<file path="src/rtl/crc_serial_pkg.sv">
package crc_serial_pkg;

  typedef enum logic [1:0] {
    ST_IDLE = 2'd0,
    ST_RUN  = 2'd1,
    ST_DONE = 2'd2,
    ST_BAD  = 2'd3
  } crc_state_e;

  localparam logic MODE_SEND  = 1'b0;
  localparam logic MODE_CHECK = 1'b1;

endpackage

</file>
<file path="src/rtl/crc_rst_sync.sv">
module crc_rst_sync (
  input  logic clk,
  input  logic rst_n,
  output logic rst_n_sync
);

  logic [1:0] sync_q;

  always_ff @(posedge clk or negedge rst_n) begin
    if (!rst_n) sync_q <= 2'b00;
    else        sync_q <= {sync_q[0], 1'b1};
  end

  assign rst_n_sync = sync_q[1];

endmodule

</file>
<file path="src/rtl/crc_div_step.sv">
// One modulo-2 division step. In direct form the incoming bit is folded
// into the feedback term, so the remainder of message*2^R_W is ready the
// moment the last message bit arrives. In augmented form the bit enters
// at the bottom of the register, so the result is the remainder of the
// bit string itself.
module crc_div_step #(
  parameter int R_W = 32
) (
  input  logic [R_W-1:0] rem_in,
  input  logic [R_W-1:0] gen_low,
  input  logic           bit_in,
  input  logic           augmented,
  output logic [R_W-1:0] rem_nxt
);

  logic fb;
  logic shift_in;

  assign fb       = augmented ? rem_in[R_W-1] : (rem_in[R_W-1] ^ bit_in);
  assign shift_in = augmented ? bit_in : 1'b0;

  assign rem_nxt[0] = shift_in ^ (fb & gen_low[0]);

  generate
    for (genvar i = 1; i < R_W; i++) begin : g_tap
      assign rem_nxt[i] = rem_in[i-1] ^ (fb & gen_low[i]);
    end
  endgenerate

endmodule

</file>
<file path="src/rtl/crc_seq_ctrl.sv">
module crc_seq_ctrl
  import crc_serial_pkg::*;
#(
  parameter int R_W = 32
) (
  input  logic                             clk,
  input  logic                             rst_n,
  input  logic                             start,
  input  logic                             gen_ok,
  input  logic                             send_mode,
  input  logic                             bit_valid,
  input  logic                             bit_last,
  output logic                             accept,
  output logic                             finish,
  output logic                             done,
  output logic                             cfg_err,
  output logic                             out_valid,
  output logic [$clog2(R_W+1)-1:0]         out_idx
);

  localparam int CNT_W = $clog2(R_W + 1);

  crc_state_e       state_q, state_d;
  logic [CNT_W-1:0] cnt_q, cnt_d;
  logic             cfg_q, cfg_d;

  assign accept = (state_q == ST_RUN) && bit_valid && !start;
  assign finish = accept && bit_last;

  always_comb begin
    state_d = state_q;
    cnt_d   = cnt_q;
    cfg_d   = cfg_q;
    if (start) begin
      state_d = gen_ok ? ST_RUN : ST_BAD;
      cnt_d   = '0;
      cfg_d   = !gen_ok;
    end else begin
      case (state_q)
        ST_RUN: begin
          if (finish) begin
            state_d = ST_DONE;
            if (send_mode) cnt_d = CNT_W'(R_W);
          end
        end
        ST_DONE: begin
          if (cnt_q != '0) cnt_d = cnt_q - CNT_W'(1);
        end
        default: ;
      endcase
    end
  end

  always_ff @(posedge clk or negedge rst_n) begin
    if (!rst_n) begin
      state_q <= ST_IDLE;
      cnt_q   <= '0;
      cfg_q   <= 1'b0;
    end else begin
      state_q <= state_d;
      cnt_q   <= cnt_d;
      cfg_q   <= cfg_d;
    end
  end

  assign done      = (state_q == ST_DONE);
  assign cfg_err   = cfg_q;
  assign out_valid = done && (cnt_q != '0);
  assign out_idx   = cnt_q - CNT_W'(1);

endmodule

</file>
<file path="src/rtl/crc_serial_engine.sv">
module crc_serial_engine
  import crc_serial_pkg::*;
#(
  parameter int R_W = 32
) (
  input  logic           clk,
  input  logic           rst_n,
  input  logic           start,
  input  logic           mode,
  input  logic [R_W:0]   gen,
  input  logic           bit_in,
  input  logic           bit_valid,
  input  logic           bit_last,
  output logic [R_W-1:0] rem_out,
  output logic           crc_bit,
  output logic           crc_bit_valid,
  output logic           done,
  output logic           crc_err,
  output logic           cfg_err
);

  localparam int CNT_W = $clog2(R_W + 1);

  logic             rst_n_int;
  logic [R_W-1:0]   rem_q, rem_d, rem_step;
  logic [R_W-1:0]   gen_q, gen_d;
  logic             mode_q, mode_d;
  logic             err_q, err_d;
  logic             accept, finish, out_valid;
  logic [CNT_W-1:0] out_idx;

  crc_rst_sync u_rst_sync (
    .clk        (clk),
    .rst_n      (rst_n),
    .rst_n_sync (rst_n_int)
  );

  crc_div_step #(.R_W(R_W)) u_div_step (
    .rem_in    (rem_q),
    .gen_low   (gen_q),
    .bit_in    (bit_in),
    .augmented (mode_q == MODE_CHECK),
    .rem_nxt   (rem_step)
  );

  crc_seq_ctrl #(.R_W(R_W)) u_ctrl (
    .clk       (clk),
    .rst_n     (rst_n_int),
    .start     (start),
    .gen_ok    (gen[R_W]),
    .send_mode (mode_q == MODE_SEND),
    .bit_valid (bit_valid),
    .bit_last  (bit_last),
    .accept    (accept),
    .finish    (finish),
    .done      (done),
    .cfg_err   (cfg_err),
    .out_valid (out_valid),
    .out_idx   (out_idx)
  );

  always_comb begin
    rem_d  = rem_q;
    gen_d  = gen_q;
    mode_d = mode_q;
    err_d  = err_q;
    if (start) begin
      rem_d  = '0;
      gen_d  = gen[R_W-1:0];
      mode_d = mode;
      err_d  = 1'b0;
    end else if (accept) begin
      rem_d = rem_step;
      if (finish && (mode_q == MODE_CHECK)) err_d = |rem_step;
    end
  end

  always_ff @(posedge clk or negedge rst_n_int) begin
    if (!rst_n_int) begin
      rem_q  <= '0;
      gen_q  <= '0;
      mode_q <= MODE_SEND;
      err_q  <= 1'b0;
    end else begin
      rem_q  <= rem_d;
      gen_q  <= gen_d;
      mode_q <= mode_d;
      err_q  <= err_d;
    end
  end

  // Serial check bits are selected from the held remainder by index, so
  // rem_out stays valid while they stream out.
  always_comb begin
    crc_bit = 1'b0;
    for (int i = 0; i < R_W; i++) begin
      if (out_valid && (out_idx == CNT_W'(i))) crc_bit = rem_q[i];
    end
  end

  assign rem_out       = rem_q;
  assign crc_bit_valid = out_valid;
  assign crc_err       = err_q;

endmodule

</file>
<file path="config.mk">
export PLATFORM = sky130hd
export DESIGN_NAME = crc_serial_engine
export DESIGN_NICKNAME = d
export VERILOG_FILES = /design/src/rtl/crc_serial_pkg.sv /design/src/rtl/crc_rst_sync.sv /design/src/rtl/crc_div_step.sv /design/src/rtl/crc_seq_ctrl.sv /design/src/rtl/crc_serial_engine.sv
export SDC_FILE = /design/constraint.sdc
export NUM_CORES = 1
export LEC_CHECK = 0
export CAP_MARGIN = 5
export CORE_AREA = 2 2 113 115
export DETAILED_ROUTE_END_ITERATION = 7
export DIE_AREA = 0 0 115 117
export GPL_TIMING_DRIVEN = 0
export PLACE_DENSITY_LB_ADDON = 0.08
export SYNTH_ARGS = -nofsm -noshare
export SYNTH_HDL_FRONTEND = slang
export SYNTH_SLANG_ARGS = --single-unit
</file>
<file path="constraint.sdc">
create_clock -name clk -period 5.6 [get_ports clk]
set_clock_uncertainty 0.1 [all_clocks]
set_input_delay 1.12 -clock clk [delete_from_list [all_inputs] [get_ports clk]]
set_output_delay 1.12 -clock clk [all_outputs]
set_load 0.05 [all_outputs]
</file>
# After elaboration in Yosys (flattened, before gate mapping)
# Index checks and enable logic that the tools add are counted.
# classes
addsub,1
n_eq_ne,36
muxes,48
n_bitwise,65
reduce_logical,50
# op_table
op,count
$eq 6x5->1 const B,16
$mux 32,2
$eq 6x4->1 const B,8
$logic_and 1x1->1,37
$mux 1,37
$xor 1x1->1,33
$and 1x1->1,32
$reduce_or 32->1,1
$eq 6x3->1 const B,4
$mux 6,4
$eq 6x2->1 const B,2
$pmux 6 s2,1
$ne 3x3->1 const B,3
$mux 2,4
$reduce_bool 2->1,4
$eq 6x1->1 const B,1
$logic_not 6->1,1
$reduce_bool 6->1,1
$sub 6x1->6 const B,1
$reduce_and 2->1,2
$reduce_and 4->1,1
$reduce_bool 3->1,1
$eq 2x1->1 const B,1
$eq 2x2->1 const B,1
$logic_not 1->1,2
# totals
register_bits,77
in_bits,40
out_inout_bits,37
wordCells,208

# Depth between registers and ports, before layout
# logic_depth
depth_word,35
mapped_depth,9
mapped_depth_nobuf,8

# By module
# A second synthesis with hierarchy kept.
# hier_totals
hier_cells,436
area_unflattened_um2,4709.5
# by_module_without_submodules
module,n_inst,cells_each,area_each_um2,seq_area_each_um2
crc_serial_engine,1,230,2961.6,1651.6
crc_div_step,1,146,1149.9,0.0
crc_seq_ctrl,1,57,544.3,225.2
crc_rst_sync,1,3,53.8,50.0

# Worst setup path after synthesis
# Ideal clock, no wire load.
# synth_path
path_type,reg-to-output
from,reg u_ctrl.cnt_q[0]
to,out crc_bit
arrival_ps,3416
required_time_ps,4380
slack_ps,964
path_stages_with_launch,9
path_buffers,0
path_cell_list,dfrtp_1 > inv_1 > ha_1 > or4_1 > nand2_1 > o21ai_0 > o32ai_1 > a222oi_1 > o41ai_1
# synth_via
elab_chain_len,35
word_cells_on_any_way,99
cone_classes,add/sub: 1; eq/ne: 31; mux: 32; reduce/logical: 35
# synth_rtl
item,line_no,rtl
start: declaration,crc_seq_ctrl.sv:24,"logic [CNT_W-1:0] cnt_q, cnt_d;"
start signal: assignment,crc_seq_ctrl.sv:61,cnt_q <= cnt_d;
$sub 6x1->6 / $reduce_bool 6->1 (equally long branches),"crc_seq_ctrl.sv:69, crc_seq_ctrl.sv:68",
$logic_not 6->1 / $logic_and 1x1->1 (equally long branches),"crc_serial_engine.sv:97, crc_seq_ctrl.sv:68",
$logic_and 1x1->1,crc_serial_engine.sv:97,if (out_valid && (out_idx == CNT_W'(i))) crc_bit = rem_q[i];
$mux 1 (31 in a row),crc_serial_engine.sv:97,
$mux 1 (*),crc_serial_engine.sv:97,
end: declaration,crc_serial_engine.sv:15,"output logic crc_bit,"
# Every way passes the cells marked *; elsewhere a longest branch is shown, timed or not.

# Final worst setup path
# Ends and elaborated chain as after synthesis.

==> results.json <==
{
  "hold_class": "reg -> async",
  "grt_pass1_wl_um": 22000,
  "first_iter_violations": 246,
  "die-height_um": 117,
  "cts_sinks": 77,
  "r2r-end": "crc_err",
  "num_vias": 4313,
  "drc": 0,
  "worst_setup_path_start_kind": "flip-flop",
  "cts_inserted_buffers": 9,
  "cp-end-kind": "primary output",
  "dp_cells": 768,
  "synth_top_area_share_pct": 40.15,
  "ant_nets": 0,
  "ys.flop_type": "dfrtp_1",
  "synthCells": 541,
  "h-tree-depth": 3,
  "nets": 674,
  "worstSetupPathType": "reg -> out",
  "endpoint": "crc_bit",
  "cp.required_ps": 4380,
  "fmax_mhz": 200.2,
  "timing.hold.ws_ps": 191.8,
  "gp_congestion": 0.9041,
  "fin_crit_ps": 4994,
  "area_growth_pct": 26.67,
  "antenna_found_initial": 0,
  "tightestPinTransition_ps": 882.6,
  "synth.most_common_cell": "dfrtp_1",
  "vdd_drop_max_v": 0.0001568,
  "start_util_pct": 38.98,
  "power_frac_seq_pct": 39.2,
  "ctsResizeCount": 0,
  "reg2reg_slack_ps": 2910,
  "synth-edff-count": 0,
  "yosys-top-cells-area": "dfrtp_1, mux2_2, a211oi_1",
  "yosys.area.top_type": "dfrtp_1",
  "avgViaCountPerCell": 5.501,
  "ys_async_sr_fraction_pct": 100.0,
  "io_buffer_count": 76,
  "fin_setup_tns_ps": 0,
  "r2r-start": "mode_q",
  "synth_area_per_cell_um2": 8.872,
  "clk_latency_ps": 350,
  "synth_seq_area_share_pct": 40.15,
  "p_leak_nw": 2.314,
  "cts.root.buffer_cell": "clkbuf_16",
  "rows": 41,
  "power_frac_comb_pct": 26.3,
  "drtPass1Iterations": 5,
  "clk_pin_slew_ps": 60,
  "maxCapViolCount": 0,
  "final_util_pct": 49.38,
  "reg2regPathDepth": 7,
  "routed_wl_um": 13830,
  "pre_cts_ws_ps": 1008,
  "grt_max_degree": 42,
  "finalCritPeriodShare_pct": 89.19,
  "grt_overflow_total": 0,
  "synth_seq_cells": 77,
  "timing.final.ws_setup_ps": 605.5,
  "crit_fanout": 10,
  "core_area_um2": 12310,
  "clock_path_buffers": 2,
  "hold_viol_final": 0,
  "wire_per_inst_um": 17.65,
  "grt_usage_pct": 21.41,
  "yosysWarnings": 0,
  "cts_setup_buffers": 0,
  "final-max-slew-violation-count": 0,
  "instances_no_fill": 784,
  "arrival_ps": 3770,
  "yosys-top-cells-count": "dfrtp_1, nor2_1, nand2_1",
  "io_pins": 77,
  "syn_area_um2": 4800,
  "cts_tree": "done",
  "maxSlewHeadroom_pct": 40.74,
  "diodes": 0,
  "cp-startpoint": "u_ctrl.cnt_q[0]",
  "synth_fp_nets": 586,
  "finalSetupViolCount": 0,
  "p_per_area_nw_per_um2": 284.3,
  "drive_above_1_share_pct": 11.04,
  "hold_buffers": 0,
  "synth.distinct_cells": 54,
  "first_global_vias": 4156,
  "die_area_um2": 13460,
  "outcome": "finished clean",
  "dpl.hpwl_um": 10040,
  "grt_setup_unrepaired": "no",
  "p_clk_share_pct": 34.5,
  "die_x_um": 115,
  "p_int_mw": 1.155,
  "p_sw_uw": 573.2,
  "p_sw_share_pct": 33.16
}
==> registers in the layout, indices dropped and copies added (netlist names) <==
register           flops
rem_out               32
u_ctrl.cfg_err         1
u_ctrl.state_q         2
gen_q                 32
u_ctrl.cnt_q           6
crc_err                1
u_rst_sync.sync_q      2
mode_q                 1
==> layout by cell type, fill, tap and decap left out, types with 2 or more instances in the layout <==
master / synthesis / final
dfrtp_1: 77 / 76
clkdlybuf4s50_1: 0 / 76
nor2_1: 70 / 70
nand2_1: 51 / 51
a211oi_1: 41 / 41
mux2_2: 34 / 34
clkbuf_1: 32 / 32
a21oi_1: 26 / 26
xor2_1: 25 / 25
xnor2_1: 24 / 24
o21ai_0: 22 / 22
nand3_1: 18 / 18
inv_1: 12 / 12
or2_2: 9 / 9
nor3_1: 9 / 9
clkbuf_16: 0 / 9
nand2b_1: 8 / 8
a31oi_1: 7 / 7
o32ai_1: 6 / 6
buf_2: 5 / 5
a221oi_1: 5 / 5
ha_1: 5 / 5
clkbuf_8: 0 / 5
nand3b_1: 4 / 4
o22ai_1: 4 / 4
or3_1: 3 / 3
buf_1: 3 / 3
a22oi_1: 3 / 3
and3_1: 3 / 3
or4_1: 2 / 2
a21o_1: 2 / 2
nor2b_1: 2 / 2
o221ai_1: 2 / 2
nor3b_1: 2 / 2
o41ai_1: 2 / 2
a311oi_1: 2 / 2
==> worst min-delay path by stage <==
stage / endpoint / slack (ps) / from / cells past startpoint
finish: gen_q[13] / 190 / u_rst_sync.sync_q[1] / 0
global route: gen_q[13] / 240 / u_rst_sync.sync_q[1] / 0
global placement: u_rst_sync.sync_q[1] / 240 / u_rst_sync.sync_q[0] / 0
detailed placement: gen_q[13] / 220 / u_rst_sync.sync_q[1] / 0
floorplan: u_rst_sync.sync_q[1] / 230 / u_rst_sync.sync_q[0] / 0
CTS: gen_q[13] / 220 / u_rst_sync.sync_q[1] / 0
==> worst max-delay path, stage by stage (launching register included) <==
cell	delay [ps]
dfrtp_1	480
inv_1	150
ha_1	230
clkbuf_1	370
buf_1	390
a21oi_1	130
o32ai_1	310
a222oi_1	120
o41ai_1	360
clkdlybuf4s50_1	880
==> logic make-up after synthesis <==
logic type      synth area share [%]
compound gates                 18.82
xor+xnor                       9.281
fa+ha+maj                      1.303
buf+inv                        4.432
flops                          40.15
mux                            8.186
other cells                  0.07813
simple gates                   17.75
==> final cells by class <==
cell class,instances,area [um^2]
multi-input cells,411,2660
plain buffers,41,167.7
repair buffers,77,780.7
well taps,150,187.7
flip-flops and latches,77,1931
inverters,12,45.04
clock buffers,14,294.0
fillers,1199,6232
clock inverters,2,13.76
==> through the flow <==
| stage | area [um^2] | power (mW) |
|---|---|---|
| final | 6080 | 1.729 |
| after global routing | 6080 | 1.816 |
| after CTS | 6080 | 1.745 |
| after detailed placement | 5772 | 1.142 |
| after global placement | 5748 | 1.132 |
| after floorplan | 4800 | 0.9807 |
==> metal layers <==
metal | vias up | global-route usage, % | part of all wire (%)
met5 | - | 0 | 0
met4 | 0 | 9.157 | 2.3
met3 | 19 | 3.090 | 3.8
met2 | 99 | 34.08 | 47
met1 | 2099 | 29.30 | 47
li1 | 2096 | - | -
==> power by group through the flow <==
stage | logic, mW | registers [mW] | clock network, mW
6_report | 0.454 | 0.678 | 0.596
3_3_place_gp | 0.440 | 0.692 | 0
2_1_floorplan | 0.245 | 0.735 | 0
4_1_cts | 0.455 | 0.679 | 0.611
3_5_place_dp | 0.453 | 0.689 | 0
5_1_grt | 0.493 | 0.689 | 0.634
No activity file was read; power rests on OpenSTA's default activity.
